[config.mk]
export PLATFORM = sky130hd
export DESIGN_NAME = i2c_chan_latch_slave
export DESIGN_NICKNAME = d
export VERILOG_FILES = /design/src/rtl/i2c_latch_pkg.sv /design/src/rtl/i2c_line_sync.sv /design/src/rtl/i2c_frame_rx.sv /design/src/rtl/chan_latch_bank.sv /design/src/rtl/i2c_chan_latch_slave.sv
export SDC_FILE = /design/constraint.sdc
export NUM_CORES = 1
export LEC_CHECK = 0
export ABC_CLOCK_PERIOD_IN_PS = 1900
export BUFFER_PORTS_ARGS = -buffer_cell sky130_fd_sc_hd__clkbuf_2
export CAP_MARGIN = 5
export CORE_AREA = 4 4 98 118
export DETAILED_ROUTE_END_ITERATION = 16
export DIE_AREA = 0 0 102 122
export PLACE_DENSITY_LB_ADDON = 0.05
export SLEW_MARGIN = 10
export SYNTH_ARGS = -nofsm -noshare
export SYNTH_HDL_FRONTEND = slang
export SYNTH_SLANG_ARGS = --single-unit
[constraint.sdc]
create_clock -name clk -period 1.9 [get_ports clk]
set_input_delay 0.19 -clock clk [delete_from_list [all_inputs] [get_ports clk]]
set_output_delay 0.19 -clock clk [all_outputs]
set_load 0.02 [all_outputs]
[src/rtl/i2c_latch_pkg.sv]
package i2c_latch_pkg;
    localparam int unsigned BYTE_W = 8;
    localparam int unsigned SEL_W  = 4;
    localparam logic [3:0]  DEV_ID = 4'b1001;

    typedef enum logic [1:0] {
        FR_ADDR,
        FR_SEL,
        FR_CODE,
        FR_EXTRA
    } frame_pos_e;
endpackage

[src/rtl/i2c_line_sync.sv]
module i2c_line_sync #(
    parameter int unsigned STAGES = 2
) (
    input  logic clk,
    input  logic rst_n,
    input  logic scl_raw,
    input  logic sda_raw,
    output logic scl_rise,
    output logic scl_fall,
    output logic start_det,
    output logic stop_det,
    output logic sda_lvl
);
    typedef struct packed {
        logic [STAGES-1:0] scl_pipe;
        logic [STAGES-1:0] sda_pipe;
        logic              scl_prev;
        logic              sda_prev;
    } sync_t;

    sync_t st_d, st_q;
    logic  scl_s, sda_s;

    assign scl_s = st_q.scl_pipe[STAGES-1];
    assign sda_s = st_q.sda_pipe[STAGES-1];

    always_comb begin
        st_d          = st_q;
        st_d.scl_pipe = {st_q.scl_pipe[STAGES-2:0], scl_raw};
        st_d.sda_pipe = {st_q.sda_pipe[STAGES-2:0], sda_raw};
        st_d.scl_prev = scl_s;
        st_d.sda_prev = sda_s;
    end

    always_ff @(posedge clk or negedge rst_n) begin
        if (!rst_n) begin
            st_q <= '{scl_pipe: '1, sda_pipe: '1, scl_prev: 1'b1, sda_prev: 1'b1};
        end else begin
            st_q <= st_d;
        end
    end

    assign scl_rise  = scl_s & ~st_q.scl_prev;
    assign scl_fall  = ~scl_s & st_q.scl_prev;
    assign start_det = scl_s & st_q.scl_prev & st_q.sda_prev & ~sda_s;
    assign stop_det  = scl_s & st_q.scl_prev & ~st_q.sda_prev & sda_s;
    assign sda_lvl   = sda_s;
endmodule

[src/rtl/i2c_frame_rx.sv]
module i2c_frame_rx
    import i2c_latch_pkg::*;
(
    input  logic                clk,
    input  logic                rst_n,
    input  logic                scl_rise,
    input  logic                scl_fall,
    input  logic                start_det,
    input  logic                stop_det,
    input  logic                sda_lvl,
    input  logic [2:0]          strap,
    output logic                ack_pull,
    output logic                wr_en,
    output logic [SEL_W-1:0]    wr_sel,
    output logic [BYTE_W-1:0]   wr_data
);
    localparam int unsigned CNT_W = $clog2(BYTE_W + 1);

    typedef struct packed {
        logic               active;
        frame_pos_e         pos;
        logic [CNT_W-1:0]   bitc;
        logic [BYTE_W-1:0]  shreg;
        logic               ack;
        logic [SEL_W-1:0]   sel;
        logic               wr;
        logic [BYTE_W-1:0]  wdata;
    } rx_t;

    rx_t rx_d, rx_q;
    logic addr_hit;

    assign addr_hit = (rx_q.shreg[7:4] == DEV_ID) &&
                      (rx_q.shreg[3:1] == strap) &&
                      !rx_q.shreg[0];

    always_comb begin
        rx_d    = rx_q;
        rx_d.wr = 1'b0;
        if (start_det) begin
            rx_d.active = 1'b1;
            rx_d.pos    = FR_ADDR;
            rx_d.bitc   = '0;
            rx_d.ack    = 1'b0;
        end else if (stop_det) begin
            rx_d.active = 1'b0;
            rx_d.bitc   = '0;
            rx_d.ack    = 1'b0;
        end else if (rx_q.active) begin
            if (scl_rise && (rx_q.bitc < CNT_W'(BYTE_W))) begin
                rx_d.shreg = {rx_q.shreg[BYTE_W-2:0], sda_lvl};
                rx_d.bitc  = rx_q.bitc + 1'b1;
            end else if (scl_fall) begin
                if (rx_q.ack) begin
                    rx_d.ack  = 1'b0;
                    rx_d.bitc = '0;
                    case (rx_q.pos)
                        FR_ADDR: rx_d.pos = FR_SEL;
                        FR_SEL:  rx_d.pos = FR_CODE;
                        default: rx_d.pos = FR_EXTRA;
                    endcase
                end else if (rx_q.bitc == CNT_W'(BYTE_W)) begin
                    case (rx_q.pos)
                        FR_ADDR: begin
                            if (addr_hit) rx_d.ack    = 1'b1;
                            else          rx_d.active = 1'b0;
                        end
                        FR_SEL: begin
                            rx_d.sel = rx_q.shreg[SEL_W-1:0];
                            rx_d.ack = 1'b1;
                        end
                        FR_CODE: begin
                            rx_d.ack   = 1'b1;
                            rx_d.wr    = 1'b1;
                            rx_d.wdata = rx_q.shreg;
                        end
                        default: rx_d.active = 1'b0;
                    endcase
                end
            end
        end
    end

    always_ff @(posedge clk or negedge rst_n) begin
        if (!rst_n) begin
            rx_q <= '{active: 1'b0, pos: FR_ADDR, bitc: '0, shreg: '0,
                      ack: 1'b0, sel: '0, wr: 1'b0, wdata: '0};
        end else begin
            rx_q <= rx_d;
        end
    end

    assign ack_pull = rx_q.ack;
    assign wr_en    = rx_q.wr;
    assign wr_sel   = rx_q.sel;
    assign wr_data  = rx_q.wdata;
endmodule

[src/rtl/chan_latch_bank.sv]
module chan_latch_bank #(
    parameter int unsigned NCH   = 12,
    parameter int unsigned DW    = 8,
    parameter int unsigned SEL_W = 4
) (
    input  logic              clk,
    input  logic              rst_n,
    input  logic              wr_en,
    input  logic [SEL_W-1:0]  wr_sel,
    input  logic [DW-1:0]     wr_data,
    output logic [NCH*DW-1:0] lat_flat,
    output logic [NCH-1:0]    upd_stb
);
    for (genvar ch = 0; ch < NCH; ch++) begin : g_lat
        typedef struct packed {
            logic [DW-1:0] code;
            logic          stb;
        } lat_t;

        lat_t lt_d, lt_q;
        logic hit;

        assign hit = wr_en && (wr_sel == SEL_W'(ch + 1));

        always_comb begin
            lt_d     = lt_q;
            lt_d.stb = hit;
            if (hit) lt_d.code = wr_data;
        end

        always_ff @(posedge clk or negedge rst_n) begin
            if (!rst_n) lt_q <= '{code: '0, stb: 1'b0};
            else        lt_q <= lt_d;
        end

        assign lat_flat[ch*DW +: DW] = lt_q.code;
        assign upd_stb[ch]           = lt_q.stb;
    end
endmodule

[src/rtl/i2c_chan_latch_slave.sv]
module i2c_chan_latch_slave
    import i2c_latch_pkg::*;
#(
    parameter int unsigned NCH      = 12,
    parameter int unsigned SYNC_LEN = 2
) (
    input  logic                  clk,
    input  logic                  rst_n,
    input  logic                  scl_in,
    input  logic                  sda_in,
    input  logic [2:0]            strap_sel,
    output logic                  sda_pull,
    output logic [NCH*BYTE_W-1:0] chan_code,
    output logic [NCH-1:0]        chan_upd
);
    logic              scl_rise, scl_fall, start_det, stop_det, sda_lvl;
    logic              wr_en;
    logic [SEL_W-1:0]  wr_sel;
    logic [BYTE_W-1:0] wr_data;

    i2c_line_sync #(.STAGES(SYNC_LEN)) u_sync (
        .clk       (clk),
        .rst_n     (rst_n),
        .scl_raw   (scl_in),
        .sda_raw   (sda_in),
        .scl_rise  (scl_rise),
        .scl_fall  (scl_fall),
        .start_det (start_det),
        .stop_det  (stop_det),
        .sda_lvl   (sda_lvl)
    );

    i2c_frame_rx u_rx (
        .clk       (clk),
        .rst_n     (rst_n),
        .scl_rise  (scl_rise),
        .scl_fall  (scl_fall),
        .start_det (start_det),
        .stop_det  (stop_det),
        .sda_lvl   (sda_lvl),
        .strap     (strap_sel),
        .ack_pull  (sda_pull),
        .wr_en     (wr_en),
        .wr_sel    (wr_sel),
        .wr_data   (wr_data)
    );

    chan_latch_bank #(.NCH(NCH), .DW(BYTE_W), .SEL_W(SEL_W)) u_bank (
        .clk      (clk),
        .rst_n    (rst_n),
        .wr_en    (wr_en),
        .wr_sel   (wr_sel),
        .wr_data  (wr_data),
        .lat_flat (chan_code),
        .upd_stb  (chan_upd)
    );
endmodule

==> flow_summary.toml, run 1 <==
[cts]
root_buffer = "clkbuf_16"
cts_tree = "yes"
cts_buffer_depth = 2
post_cts_buffers = 0
numCtsBuffers = 17
clk_latency_ps = 410
htree_levels = 4
clock_sinks = 143
clk_pin_slew_worst_paths_ps = 50

[sta]
final_max_slew_viol_count = 0
post-route-period-util_pct = 95.4
clock_skew_ps = 6.03
setup_viol = 0
period_minus_slack_ps = 1810
tightest_slew_ps = 633
rsz0062_at_grt = "false"
hold_viol = 0
clock.fmax_mhz = 552
slew_headroom_pct = 57.8
tns_ps = 0

[synthesis]
synth_top_area_share_pct = 61.9
async_flop_share_pct = 100
seq_area_frac_synth_pct = 64.7
synth_area_sq_mm = 0.00554
syn-num-nets = 364
yosysTopAreaCell = "dfrtp_1"
yosysWarnings = 0
yosysUniqueCellTypes = 35
synth_seq_cells = 143
synth-edff-count = 0
syn_avg_cell_area_sq_um = 15.8
ys.flop_type = "dfrtp_1"
netlist_instances = 350
yosys-top-cells-area = "dfrtp_1 (62%), mux2_2 (21%), mux2_4 (4.3%)"

[global_routing]
overflow = 0
grt_use_total_pct = 19.6
grt_max_degree = 59
grt_pass1_vias = 3390
antenna_found_initial = 0
grt_pass1_wl_um = 18400

[worst_setup_path]
worstSetupStartpointType = "register"
cp_slowest_cell = "or4b_2"
reg2reg_to = "u_rx.rx_q[28]$_DFF_PN0_"
r2r_slack_ps = 90
cp_max_fo = 4
arrival_ps = 2100
critPathKind = "register to register"
cp_cell_sequence = "inv_2 > ha_1 > nor2b_1 > or4b_2 > a21oi_1 > nor3_1"
cp_top_family = "simple AND/OR/NAND/NOR gates"
max_stage_delay_ps = 620
critPathCaptureType = "register"
worstPathRequired_ps = 2190
ff2ff_path_depth = 6
r2r-start = "u_rx.rx_q[27]$_DFFE_PN0P_"
path_buf_inv = 1

[die]
die_h_um = 122
boundaryPins = 116
initial_core_util_pct = 52.9
die_area_sq_mm = 0.0124
row_count = 41
core_sq_mm = 0.0105
fp.dieW_um = 102

[power_and_ir_drop]
p_int_w = 0.00488
swShare_pct = 21.0
vdd_drop_max_uv = 640
p_switching_w = 0.00129
p_comb_share_pct = 2.9
power.share.sequential_pct = 50.9
powerDensity_mw_per_mm2 = 897
p_clk_share_pct = 46.2
leakage_nw = 3.77
power_w = 0.00618

[layout]
final_cell_count_no_fill = 628
num_antenna_cells = 0
seq_area_sq_mm = 0.00359
fin_util_pct = 65.8
final_area_sq_mm = 0.00689
multi_input_area_sq_mm = 0.00185
area_delta_synth_final_pct = 24.3
drive_above_1_share_pct = 57.3
nets = 502
num-fill-cells = 789

[drt]
wl_per_cell_um = 17.9
first_pass_iters = 4
vias = 3232
route.detailed.drc = 0
drt_iter0_drc = 96
wl_um = 11200
via_per_inst = 5.15
drtAntennaViolNets = 0

[placed_design]
numPlacedInstances = 595
place_hpwl_um = 7780
gp_congestion = 0.813
io_buffers = 115
placedInstanceArea_sq_mm = 0.00635

[run]
drv_cap = 0

[hold_path]
hp-class = "primary input to register"
holdPathStages = 5
hold_end = "u_rx.ack_pull$_DFFE_PN0P_"
hold_start = "strap_sel[2]"

[outcome]
status = "completed"
final cells by class:
cell class / instances / share of cell area, %
multi-input combinational: 183 / 26.8
clock buffer: 24 / 6.85
clock inverter: 6 / 0.545
tap: 129 / 2.34
timing repair buffer: 132 / 10.8
sequential: 143 / 52.1
inverter: 11 / 0.600
cells in the final DEF, fill, tap and decap left out, drive strengths merged, types with 2 or more instances in the layout:
cell type,instances
ha,7
nand3b,3
dlygate4sd3,3
nor2,9
buf,15
dfstp,6
clkbuf,138
nand2,9
nand4bb,2
xor2,4
nand2b,2
nor3,2
a22oi,2
mux2,117
or3,2
nand4,2
inv,11
clkinvlp,3
o21ai,4
clkinv,3
nor2b,2
a21oi,3
dfrtp,137
or2,2
power by group through the flow:
stage | clock network [W] | logic (W) | registers, W
2_1_floorplan | 0 | 0.0000745 | 0.00318
5_1_grt | 0.00307 | 0.000205 | 0.00315
3_3_place_gp | 0 | 0.000173 | 0.00320
3_5_place_dp | 0 | 0.000176 | 0.00320
4_1_cts | 0.00292 | 0.000183 | 0.00315
6_report | 0.00285 | 0.000177 | 0.00315
registers in the layout, summed over array words and instances (netlist names):
register	flops
u_bank.lat_flat	96
u_bank.upd_stb	12
u_rx.ack_pull	1
u_rx.rx_q	15
u_rx.wr_data	8
u_rx.wr_en	1
u_rx.wr_sel	4
u_sync.scl_s	1
u_sync.sda_lvl	1
u_sync.st_d	2
u_sync.st_q	2
synth_stat cells (4+ instances only):
library cell	n
dfstp_2	6
dfrtp_1	137
xor2_1	4
nor2_2	7
mux2_2	101
ha_1	7
o21ai_0	4
inv_1	11
mux2_4	16
clkbuf_1	8
nand2_1	9
repair_timing:
| action | in CTS | in global routing |
|---|---|---|
| resized for setup | 0 | 1 |
| hold buffers | 3 | 0 |
| endpoints found under the hold margin | 49 | 0 |
| setup endpoints to repair | 0 | 1 |
worst max path at each step:
stage,start,endpoint,cells past startpoint
after floorplan,u_rx.rx_q[26]$_DFFE_PN0P_,u_rx.rx_q[28]$_DFF_PN0_,6
after detailed placement,u_rx.rx_q[27]$_DFFE_PN0P_,u_rx.rx_q[28]$_DFF_PN0_,6
after CTS,u_rx.rx_q[27]$_DFFE_PN0P_,u_rx.rx_q[28]$_DFF_PN0_,6
after global placement,u_rx.rx_q[27]$_DFFE_PN0P_,u_rx.rx_q[28]$_DFF_PN0_,6
final,u_rx.rx_q[27]$_DFFE_PN0P_,u_rx.rx_q[28]$_DFF_PN0_,6
after global routing,u_rx.rx_q[27]$_DFFE_PN0P_,u_rx.rx_q[28]$_DFF_PN0_,6
metrics by stage:
| step | hold slack (ps) | setup WS, ps |
|---|---|---|
| floorplan | -106 | 133 |
| global placement | 195 | 113 |
| detailed placement | 195 | 74.0 |
| CTS | 232 | 56.3 |
| global route | 295 | 4.72 |
| finish | 256 | 88.2 |
cells by family (layout without fill, tap and decap cells):
family | Yosys count | after routing | share of synthesized area (%)
simple gates | 43 | 43 | 4.92
buf+inv | 24 | 173 | 1.96
fa+ha+maj | 7 | 7 | 1.58
mux | 117 | 117 | 24.9
flops | 143 | 143 | 64.7
xor+xnor | 4 | 4 | 0.632
compound gates | 12 | 12 | 1.31
tightest hold or removal path, delay by kind of cell:
| kind | cells | cell delay [ps] |
|---|---|---|
| AOI/OAI and AO/OA | 1 | 60 |
| xor gates and xnor gates | 1 | 130 |
| buffers and inverters | 1 | 90 |
| and+or+nand+nor | 2 | 150 |
layer usage:
layer / part of all wire [%] / global-route usage (%) / up-vias
li1: - / - / 1498
met1: 42 / 25.1 / 1655
met2: 53 / 32.4 / 67
met3: 4.1 / 4.81 / 12
met4: 1.0 / 6.89 / 0
met5: 0 / 0 / -
No activity file was read; power rests on OpenSTA's default activity.
==> inputs of run 2 (changes only) <==
--- a/config.mk
+++ b/config.mk
@@ -12,6 +12,7 @@
 export DETAILED_ROUTE_END_ITERATION = 16
 export DIE_AREA = 0 0 102 122
 export PLACE_DENSITY_LB_ADDON = 0.05
+export SETUP_SLACK_MARGIN = 0.15
 export SLEW_MARGIN = 10
 export SYNTH_ARGS = -nofsm -noshare
 export SYNTH_HDL_FRONTEND = slang
==> run 2 against run 1 <==
  * Via count grew 0.77%
  * Fmax grew 2.8%
  * Die area is the same
  * Utilization grew 1.4 points
  * Highest routed layer unchanged
  * First-iteration DRC count shrank 41%
  * Critical path depth shrank 3
  * Clock power grew 20%
==> flow_summary.toml, run 2 (synthesized netlist as in run 1, its figures left out) <==
[drt]
via_per_inst = 5.19
vias = 3257
wl_um = 11400
drtAntennaViolNets = 0
drt_iter0_drc = 57
wl_per_cell_um = 18.1
first_pass_iters = 4
route.detailed.drc = 0

[power_and_ir_drop]
p_switching_w = 0.00134
p_int_w = 0.00542
p_clk_share_pct = 50.8
p_comb_share_pct = 2.6
vdd_drop_max_uv = 634
swShare_pct = 19.8
power_w = 0.00675
power.share.sequential_pct = 46.6
powerDensity_mw_per_mm2 = 961
leakage_nw = 3.83

[sta]
tightest_slew_ps = 655
hold_viol = 0
final_max_slew_viol_count = 0
slew_headroom_pct = 56.3
rsz0062_at_grt = "true"
period_minus_slack_ps = 1760
tns_ps = 0
clock.fmax_mhz = 568
clock_skew_ps = 7.05
timing.hold.ws_ps = 255
setup_viol = 0
post-route-period-util_pct = 92.7

[worst_setup_path]
worstPathRequired_ps = 2190
path_buf_inv = 0
ff2ff_path_depth = 3
reg2reg_to = "u_bank.lat_flat[21]$_DFFE_PN0P_"
critPathCaptureType = "register"
cp_slowest_cell = "or3b_1"
cp_cell_sequence = "or3b_1 > nor2_2 > mux2_2"
arrival_ps = 2050
max_stage_delay_ps = 440
worstSetupStartpointType = "register"
cp_max_fo = 9
cp_top_family = "simple AND/OR/NAND/NOR gates"
critPathKind = "register to register"
r2r-start = "u_rx.wr_sel[2]$_DFFE_PN0P_"
r2r_slack_ps = 140

[global_routing]
grt_pass1_wl_um = 18300
overflow = 0
antenna_found_initial = 0
grt_pass1_vias = 3461
grt_max_degree = 52
grt_use_total_pct = 19.6

[cts]
clk_pin_slew_worst_paths_ps = 60
clock_sinks = 143
cts_tree = "yes"
cts_buffer_depth = 2
root_buffer = "clkbuf_16"
clk_latency_ps = 400
numCtsBuffers = 17
htree_levels = 4

[placed_design]
placedInstanceArea_sq_mm = 0.00633
gp_congestion = 0.792
place_hpwl_um = 7770
io_buffers = 115

[hold_path]
hold_start = "strap_sel[1]"
hp-class = "primary input to register"
hold_end = "u_rx.ack_pull$_DFFE_PN0P_"
holdPathStages = 5

[die]
initial_core_util_pct = 52.9
core_sq_mm = 0.0105
die_area_sq_mm = 0.0124
boundaryPins = 116
fp.dieW_um = 102
row_count = 41
die_h_um = 122

[layout]
final_area_sq_mm = 0.00703
nets = 501
num_antenna_cells = 0
area_delta_synth_final_pct = 26.9
layout_commonest_cell = "dfrtp_1"
drive_above_1_share_pct = 59.9
mostFrequentLayoutCells = "dfrtp_1 (137), clkbuf_2 (114), mux2_2 (101)"
largest_reg_flops = 96
fin_util_pct = 67.2

[outcome]
status = "completed"

[run]
drv_cap = 0
[run 2: area by class of cell]
type	instances	area, sq um
flip-flops and latches	143	3590
fillers	816	3440
multi-input cells	183	1890
repair buffers	131	734
clock buffers	20	457
clock inverters	11	164
well taps	129	161
inverters	11	41.3
[run 2: how the worst max path moves through the flow]
stage                                           from  slack, ps  cells after the start                              end
after floorplan            u_rx.rx_q[27]$_DFFE_PN0P_        160                      6          u_rx.rx_q[28]$_DFF_PN0_
after global placement     u_rx.rx_q[27]$_DFFE_PN0P_        110                      6          u_rx.rx_q[28]$_DFF_PN0_
after CTS                 u_rx.wr_sel[2]$_DFFE_PN0P_        140                      3  u_bank.lat_flat[21]$_DFFE_PN0P_
after detailed placement   u_rx.rx_q[27]$_DFFE_PN0P_         40                      6          u_rx.rx_q[28]$_DFF_PN0_
final                     u_rx.wr_sel[2]$_DFFE_PN0P_        140                      3  u_bank.lat_flat[21]$_DFFE_PN0P_
after global routing      u_rx.wr_sel[2]$_DFFE_PN0P_         70                      3  u_bank.lat_flat[17]$_DFFE_PN0P_
[run 2: timing repair]
item / CTS / global route
pin swaps: 0 / 1
cloned: 0 / 0
gates resized for setup: 6 / 6
setup endpoints to repair: 24 / 46
buffers inserted: 1 / 0
hold endpoints to repair: 41 / 0
hold buffers: 3 / 0
[run 2: power groups by stage]
stage / registers (W) / clock network [W] / logic [W]
after floorplan: 0.00318 / 0 / 0.0000746
after CTS: 0.00315 / 0.00350 / 0.000181
after global placement: 0.00320 / 0 / 0.000168
after detailed placement: 0.00320 / 0 / 0.000173
after global routing: 0.00315 / 0.00362 / 0.000208
final: 0.00315 / 0.00343 / 0.000178
[run 2: worst min-delay path, stage by stage]
cell and delay, ps:
clkbuf_2 90, xor2_1 130, nor3_1 80, nand3_1 70, a22oi_1 50
[run 2: metrics by stage]
stage | instances | setup WS [ps]
after global placement | 593 | 110
after CTS | 628 | 141
after detailed placement | 593 | 35.7
after floorplan | 350 | 160
after global routing | 628 | 69.7
final | 628 | 138
[run 2: routing by layer]
layer / part of all wire, % / vias to the layer above / wire [um] / track usage (%)
met2: 53 / 68 / 5980 / 33.0
met3: 4.4 / 9 / 501 / 4.64
li1: - / 1505 / - / -
met1: 42 / 1675 / 4760 / 24.9
met5: 0 / - / 0 / 0
met4: 1.1 / 0 / 127 / 6.48
